`src/rtl/sram_pin_pkg.sv`:
```
package sram_pin_pkg;

    typedef enum logic [2:0] {
        ST_IDLE      = 3'd0,
        ST_WRITE     = 3'd1,
        ST_READ_WAIT = 3'd2,
        ST_READ_OUT  = 3'd3,
        ST_OUT_OFF   = 3'd4
    } tgt_state_e;

    localparam int LANE_W   = 8;
    localparam int LANES    = 2;
    localparam int DATA_W   = LANE_W * LANES;
    localparam int CTRL_W   = 7;
    localparam int SYNC_DEP = 2;

endpackage

```
`src/rtl/pin_sync.sv`:
```
module pin_sync #(
    parameter int W      = 8,
    parameter int STAGES = 2
) (
    input  logic         clk,
    input  logic         rst_n,
    input  logic [W-1:0] raw,
    input  logic [W-1:0] rst_val,
    output logic [W-1:0] synced
);
    logic [W-1:0] stage_q [STAGES];

    genvar g;
    generate
        for (g = 0; g < STAGES; g++) begin : g_stage
            always_ff @(posedge clk or negedge rst_n) begin
                if (!rst_n) begin
                    stage_q[g] <= rst_val;
                end else if (g == 0) begin
                    stage_q[g] <= raw;
                end else begin
                    stage_q[g] <= stage_q[(g == 0) ? 0 : g-1];
                end
            end
        end
    endgenerate

    assign synced = stage_q[STAGES-1];
endmodule

```
`src/rtl/word_store.sv`:
```
module word_store
    import sram_pin_pkg::*;
#(
    parameter int ADDR_W = 6
) (
    input  logic              clk,
    input  logic              rst_n,
    input  logic              wr_en,
    input  logic [ADDR_W-1:0] wr_addr,
    input  logic [LANES-1:0]  wr_mask,
    input  logic [DATA_W-1:0] wr_data,
    input  logic [ADDR_W-1:0] rd_addr,
    output logic [DATA_W-1:0] rd_data
);
    localparam int DEPTH = 1 << ADDR_W;

    logic [DATA_W-1:0] mem [DEPTH];

    genvar l;
    generate
        for (l = 0; l < LANES; l++) begin : g_lane
            always_ff @(posedge clk or negedge rst_n) begin
                if (!rst_n) begin
                    for (int i = 0; i < DEPTH; i++) begin
                        mem[i][l*LANE_W +: LANE_W] <= '0;
                    end
                end else if (wr_en && wr_mask[l]) begin
                    mem[wr_addr][l*LANE_W +: LANE_W] <= wr_data[l*LANE_W +: LANE_W];
                end
            end
        end
    endgenerate

    assign rd_data = mem[rd_addr];
endmodule

```
`src/rtl/sram_pin_fsm.sv`:
```
module sram_pin_fsm
    import sram_pin_pkg::*;
#(
    parameter int ADDR_W = 6,
    parameter int LAT    = 3
) (
    input  logic              clk,
    input  logic              rst_n,
    input  logic              cs_ok,
    input  logic              narrow,
    input  logic              lo_n,
    input  logic              hi_n,
    input  logic              we_n,
    input  logic              oe_n,
    input  logic [ADDR_W-1:0] addr,
    input  logic [DATA_W-1:0] dq_in,
    output tgt_state_e        st,
    output logic              wr_en,
    output logic [ADDR_W-1:0] wr_addr,
    output logic [LANES-1:0]  wr_mask,
    output logic [DATA_W-1:0] wr_data,
    output logic              drv_lo,
    output logic              drv_hi,
    output logic              valid,
    output logic              err
);
    localparam int CW    = $clog2(LAT) + 1;
    localparam int KEY_W = ADDR_W + 4;

    tgt_state_e        st_next;
    logic [CW-1:0]     cnt_q, cnt_next;
    logic [KEY_W-1:0]  key, key_q;
    logic              any_en, window, rcond, half;
    logic [ADDR_W-1:0] hold_addr;
    logic [LANES-1:0]  hold_mask;
    logic [DATA_W-1:0] hold_data;
    logic              err_q;

    assign half   = dq_in[DATA_W-1];
    assign any_en = !lo_n || !hi_n;
    assign window = cs_ok && any_en && !we_n;
    assign rcond  = cs_ok && any_en && we_n && !oe_n;
    assign key    = {addr, narrow, narrow & half, lo_n, hi_n};

    always_comb begin
        st_next  = st;
        cnt_next = cnt_q;
        if (!cs_ok || !any_en) begin
            st_next  = ST_IDLE;
            cnt_next = '0;
        end else if (window) begin
            st_next  = ST_WRITE;
            cnt_next = '0;
        end else if (!rcond) begin
            st_next  = ST_OUT_OFF;
            cnt_next = '0;
        end else begin
            unique case (st)
                ST_READ_WAIT: begin
                    if (key != key_q) begin
                        cnt_next = '0;
                    end else if (cnt_q == CW'(LAT - 1)) begin
                        st_next = ST_READ_OUT;
                    end else begin
                        cnt_next = cnt_q + 1'b1;
                    end
                end
                ST_READ_OUT: begin
                    if (key != key_q) begin
                        st_next  = ST_READ_WAIT;
                        cnt_next = '0;
                    end
                end
                ST_IDLE, ST_WRITE, ST_OUT_OFF: begin
                    st_next  = ST_READ_WAIT;
                    cnt_next = '0;
                end
                default: begin
                    st_next  = ST_IDLE;
                    cnt_next = '0;
                end
            endcase
        end
    end

    always_ff @(posedge clk or negedge rst_n) begin
        if (!rst_n) begin
            st        <= ST_IDLE;
            cnt_q     <= '0;
            key_q     <= '0;
            hold_addr <= '0;
            hold_mask <= '0;
            hold_data <= '0;
            err_q     <= 1'b0;
        end else begin
            st    <= st_next;
            cnt_q <= cnt_next;
            key_q <= key;
            if (window) begin
                hold_addr <= addr;
                if (narrow) begin
                    hold_mask <= half ? 2'b10 : 2'b01;
                    hold_data <= {dq_in[LANE_W-1:0], dq_in[LANE_W-1:0]};
                end else begin
                    hold_mask <= {!hi_n, !lo_n};
                    hold_data <= dq_in;
                end
            end
            if (cs_ok && narrow && (lo_n || hi_n)) begin
                err_q <= 1'b1;
            end
        end
    end

    always_comb begin
        wr_en   = (st == ST_WRITE) && !window;
        wr_addr = hold_addr;
        wr_mask = hold_mask;
        wr_data = hold_data;
        valid   = (st == ST_READ_OUT);
        err     = err_q;
        drv_lo  = 1'b0;
        drv_hi  = 1'b0;
        if (st == ST_READ_WAIT || st == ST_READ_OUT) begin
            drv_lo = narrow ? 1'b1 : !lo_n;
            drv_hi = narrow ? 1'b0 : !hi_n;
        end
    end
endmodule

```
`src/rtl/sram_pin_target.sv`:
```
module sram_pin_target
    import sram_pin_pkg::*;
#(
    parameter int ADDR_W = 6,
    parameter int LAT    = 3
) (
    input  logic              clk,
    input  logic              rst_n,
    input  logic              cs1_n,
    input  logic              cs2,
    input  logic              narrow_n,
    input  logic              lo_en_n,
    input  logic              hi_en_n,
    input  logic              we_n,
    input  logic              oe_n,
    input  logic [ADDR_W-1:0] addr,
    input  logic [15:0]       dq_in,
    output logic [15:0]       dq_out,
    output logic              dq_oe_lo,
    output logic              dq_oe_hi,
    output logic              rd_valid,
    output logic              proto_err
);
    localparam int PW = CTRL_W + ADDR_W + DATA_W;

    logic [PW-1:0]     pins_raw, pins_s, pins_rst;
    logic              cs1_s, cs2_s, narrow_n_s, lo_s, hi_s, we_s, oe_s;
    logic [ADDR_W-1:0] addr_s;
    logic [DATA_W-1:0] dq_s;
    logic              narrow_s;
    tgt_state_e        st;
    logic              wr_en;
    logic [ADDR_W-1:0] wr_addr;
    logic [LANES-1:0]  wr_mask;
    logic [DATA_W-1:0] wr_data, rd_data;
    logic              drv_lo, drv_hi, valid, err;

    assign pins_raw = {cs1_n, cs2, narrow_n, lo_en_n, hi_en_n, we_n, oe_n, addr, dq_in};
    assign pins_rst = {7'b1011111, {ADDR_W{1'b0}}, {DATA_W{1'b0}}};

    pin_sync #(.W(PW), .STAGES(SYNC_DEP)) u_sync (
        .clk     (clk),
        .rst_n   (rst_n),
        .raw     (pins_raw),
        .rst_val (pins_rst),
        .synced  (pins_s)
    );

    assign {cs1_s, cs2_s, narrow_n_s, lo_s, hi_s, we_s, oe_s, addr_s, dq_s} = pins_s;
    assign narrow_s = !narrow_n_s;

    sram_pin_fsm #(.ADDR_W(ADDR_W), .LAT(LAT)) u_fsm (
        .clk     (clk),
        .rst_n   (rst_n),
        .cs_ok   (!cs1_s && cs2_s),
        .narrow  (narrow_s),
        .lo_n    (lo_s),
        .hi_n    (hi_s),
        .we_n    (we_s),
        .oe_n    (oe_s),
        .addr    (addr_s),
        .dq_in   (dq_s),
        .st      (st),
        .wr_en   (wr_en),
        .wr_addr (wr_addr),
        .wr_mask (wr_mask),
        .wr_data (wr_data),
        .drv_lo  (drv_lo),
        .drv_hi  (drv_hi),
        .valid   (valid),
        .err     (err)
    );

    word_store #(.ADDR_W(ADDR_W)) u_store (
        .clk     (clk),
        .rst_n   (rst_n),
        .wr_en   (wr_en),
        .wr_addr (wr_addr),
        .wr_mask (wr_mask),
        .wr_data (wr_data),
        .rd_addr (addr_s),
        .rd_data (rd_data)
    );

    always_comb begin
        dq_out = '0;
        if (valid) begin
            if (narrow_s) begin
                dq_out[7:0] = dq_s[DATA_W-1] ? rd_data[15:8] : rd_data[7:0];
            end else begin
                dq_out[7:0]  = drv_lo ? rd_data[7:0]  : 8'h00;
                dq_out[15:8] = drv_hi ? rd_data[15:8] : 8'h00;
            end
        end
    end

    assign dq_oe_lo  = drv_lo;
    assign dq_oe_hi  = drv_hi;
    assign rd_valid  = valid;
    assign proto_err = err;
endmodule

```
`config.mk`:
```
export PLATFORM = sky130hd
export DESIGN_NAME = sram_pin_target
export DESIGN_NICKNAME = d
export VERILOG_FILES = /design/src/rtl/sram_pin_pkg.sv /design/src/rtl/pin_sync.sv /design/src/rtl/word_store.sv /design/src/rtl/sram_pin_fsm.sv /design/src/rtl/sram_pin_target.sv
export SDC_FILE = /design/constraint.sdc
export NUM_CORES = 1
export LEC_CHECK = 0
export ABC_AREA = 1
export CAP_MARGIN = 15
export CORE_MARGIN = 8
export CORE_UTILIZATION = 48
export DETAILED_ROUTE_END_ITERATION = 7
export GPL_TIMING_DRIVEN = 1
export PLACE_DENSITY_LB_ADDON = 0.12
export SKIP_LAST_GASP = 1
export SLEW_MARGIN = 30
export SYNTH_ARGS = -nofsm -noshare
export SYNTH_HDL_FRONTEND = slang
export SYNTH_SLANG_ARGS = --single-unit
```
`constraint.sdc`:
```
create_clock -name clk -period 1.9 [get_ports clk]
set_clock_uncertainty 0.1 [all_clocks]
set_input_delay 0.19 -clock clk [delete_from_list [all_inputs] [get_ports clk]]
set_output_delay 0.19 -clock clk [all_outputs]
set_load 0.02 [all_outputs]
```
==> metrics.txt <==
status completed; type of the worst setup path flop to primary output; P per Cell Area 851.3 mW/mm2; number of distinct library cells after synthesis 23; largest family of logic cells by synthesized area simple AND/OR/NAND/NOR gates; final period demand of the worst path 1.781 ns; final setup violation count 0; sort of element at the start of the critical path flop; routability congestion estimate 0.7157; RSZ-0062 raised after global routing no; FFs w/ async S/R, synth 1.000; ratio of cells with drive above 1 in the final layout 0.2202; CP Data Required Time 1.61 ns; Fillers 369; TritonCTS clock tree built; proportion of synthesized chip area in sequential cells 0.5976; XOR/XNOR Fraction of Synth Area 0.01376; static power due to leakage 1.133 nW; count of antenna-violating nets left after detailed routing 0; Rel. slew slack 0.6443; final cell area excluding filler cells 0.002215 mm2; synthesized-area fraction occupied by adder cells 0.01311; Compound-Gate Fraction of Synth Area 0.009830; slew at the pin closest to its max-slew limit 0.5335 ns; area share of the leading cell type in the synthesized netlist 0.4325; pin count of the biggest net entering global routing 46; count of nets after finishing 250; leading cell types by count after synthesis sky130_fd_sc_hd__nand2_1 (48), sky130_fd_sc_hd__dfrtp_1 (33), sky130_fd_sc_hd__inv_1 (24), sky130_fd_sc_hd__buf_4 (16), sky130_fd_sc_hd__dfstp_2 (12); number of iterations in the first detailed-routing pass 4; Worst R2R Path Depth 8; post-synthesis cell count 190; initial antenna violation count 0; post-synthesis instance area 0.001909 mm2; count of vias placed by the detailed router 1172; smallest hold slack 0.1952 ns; highest ir drop seen on vdd 0.0005958 V; fraction of the core area covered by cells at the end of the flow 0.5659; number of enable-type register cells in the synthesized netlist 0; total CTS buffers 5; launch point of the worst reg-to-reg path u_sync.synced[26]; number of pins with negative max-slew slack in the final report 0; cell area reported after detailed placement 0.002101 mm2; via count of the first global-routing pass 1164; average size of a mapped cell 10.05 um2; CTS Sinks 45; top area cells in the synthesized netlist sky130_fd_sc_hd__dfrtp_1 (43%), sky130_fd_sc_hd__dfstp_2 (17%), sky130_fd_sc_hd__nand2_1 (9.4%); pre-CTS setup slack 0.1484 ns; critical path capture point type primary output; HP Class input port to flop; total negative slack 0 ns; setup slack of the most critical reg-to-reg path 0.26 ns; count of buffers from port buffering 19; detailed placer's ending HPWL 2071 um; detail-routed net length per standard cell 10.19 um; Worst EP arrival 1.49 ns; Hold Path Sink u_sync.stage_q[55]; Die X 79.07 um; Period Utilization, post-route 0.9375; proportion of synthesized area in mux cells 0; post-synthesis sequential element count 45; max-cap violation count 0; ANT cells 0; initial standard-cell utilization of the core 0.4879; root buffer cell sky130_fd_sc_hd__clkbuf_8; count of endpoints failing hold in the final timing report 0; total congestion overflow after global routing 0; CTS HTree Levels 2; core region area 0.003914 mm2; post-route setup slack 0.1187 ns; most numerous cell in the Yosys netlist sky130_fd_sc_hd__nand2_1; routed wire length 2731 um; Clk pin slew, worst setup/hold paths 0.08 ns; Main synth FF type sky130_fd_sc_hd__dfrtp_1; capture point of the worst reg-to-reg path u_fsm.cnt_q[0]; simple-gate share of the synthesized area 0.2418; floorplan die area 0.006252 mm2; number of placement rows 23; number of DRC violations after detailed routing 0; first-pass GRT wire length 4823 um; vertical extent of the die 79.07 um; Synth warnings 2048; I/O pins 51; Area growth syn-to-layout 15.99%; fmax 561.4 MHz; launch instance of the worst min-delay path narrow_n; cell taking the most area after synthesis sky130_fd_sc_hd__dfrtp_1; worst skew pair latency 0.29 ns; cell depth of the worst min-delay path 1; clock tree buffer depth 2; Critical Path Fanout Max 6; GRT Total Usage 0.09811; Vias/cell 4.373; Detailed Route Iter0 Violations 38
-- per-layer routing --
layer / part of all wire / up-vias / GRT usage
met1: 0.41 / 538 / 0.1017
met4: 0.018 / 0 / 0.05556
met2: 0.47 / 42 / 0.1619
met5: 0 / - / 0
met3: 0.10 / 4 / 0.04402
li1: - / 588 / -
-- cell families (layout without fill, tap and decap cells) --
group,Yosys count,after routing
AND/OR/NAND/NOR,90,90
buffers and inverters,46,59
flip-flops,45,45
AO/OA/AOI/OAI,3,3
XOR/XNOR,3,3
adder cells (fa/ha/maj),2,2
other,1,16
-- worst max-delay path by stage --
stage	endpoint	cells after the start	start	slack, ns
3_5_place_dp	dq_oe_hi	3	u_sync.synced[26]	0.15
3_3_place_gp	dq_oe_hi	3	u_sync.synced[26]	0.12
4_1_cts	dq_oe_hi	3	u_sync.synced[26]	0.09
6_report	dq_oe_hi	3	u_sync.synced[26]	0.12
2_1_floorplan	u_fsm.cnt_q[0]	9	u_sync.synced[26]	0.46
5_1_grt	dq_oe_lo	4	u_fsm.st[2]	0.005
-- area by class of cell --
cell class	instances	area [um2]	share of cell area
Multi-Input combinational cell	114	591.8	0.2672
Sequential cell	45	1141	0.5153
Inverter	30	112.6	0.05085
Timing Repair Buffer	21	198.9	0.08983
Tap cell	50	62.56	0.02825
Clock inverter	2	35.03	0.01582
Clock buffer	6	72.57	0.03277
-- what timing repair did --
| action | CTS | global route |
|---|---|---|
| endpoints found under the hold margin | 33 | 0 |
| endpoints found under the setup margin | 3 | 0 |
| resized for setup | 3 | 0 |
| buffers inserted | 0 | 0 |
| hold buffers | 1 | 0 |
-- per-stage QoR --
step	std cells	power, W
floorplan	205	0.001180
global placement	259	0.001216
detailed placement	259	0.001222
CTS	268	0.001917
global route	268	0.001972
finish	268	0.001885
-- registers in the layout, summed over array words and instances (netlist names) --
name,cells
u_fsm.cnt_q,3
u_fsm.key_q,10
u_sync.stage_q,14
u_fsm.err,1
u_sync.synced,14
u_fsm.st,3
-- where the power goes --
part	total [W]	switching (W)	internal (W)
Sequential	0.00104	0.0000256	0.00101
Combinational	0.000166	0.000104	0.0000620
Clock	0.000682	0.000293	0.000390
Total	0.00189	0.000423	0.00146
-- cell usage in the layout, fill, tap and decap left out, types with 3 or more instances in the layout --
cell type / n
sky130_fd_sc_hd__clkbuf_8: 5
sky130_fd_sc_hd__clkdlybuf4s50_1: 15
sky130_fd_sc_hd__conb_1: 16
sky130_fd_sc_hd__dfrtp_1: 33
sky130_fd_sc_hd__dfstp_2: 12
sky130_fd_sc_hd__dlygate4sd2_1: 3
sky130_fd_sc_hd__inv_1: 24
sky130_fd_sc_hd__inv_2: 6
sky130_fd_sc_hd__nand2_1: 48
sky130_fd_sc_hd__nand2_2: 9
sky130_fd_sc_hd__nand3_1: 8
sky130_fd_sc_hd__nor2_1: 9
sky130_fd_sc_hd__nor2_4: 3
sky130_fd_sc_hd__nor3_1: 4
-- worst max-delay path, stage by stage (launching register included) --
cell                            delay, ns
sky130_fd_sc_hd__dfstp_2             0.57
sky130_fd_sc_hd__inv_2               0.08
sky130_fd_sc_hd__nor3_1              0.18
sky130_fd_sc_hd__dlygate4sd2_1       0.37
(Power assumes the default switching activity.)
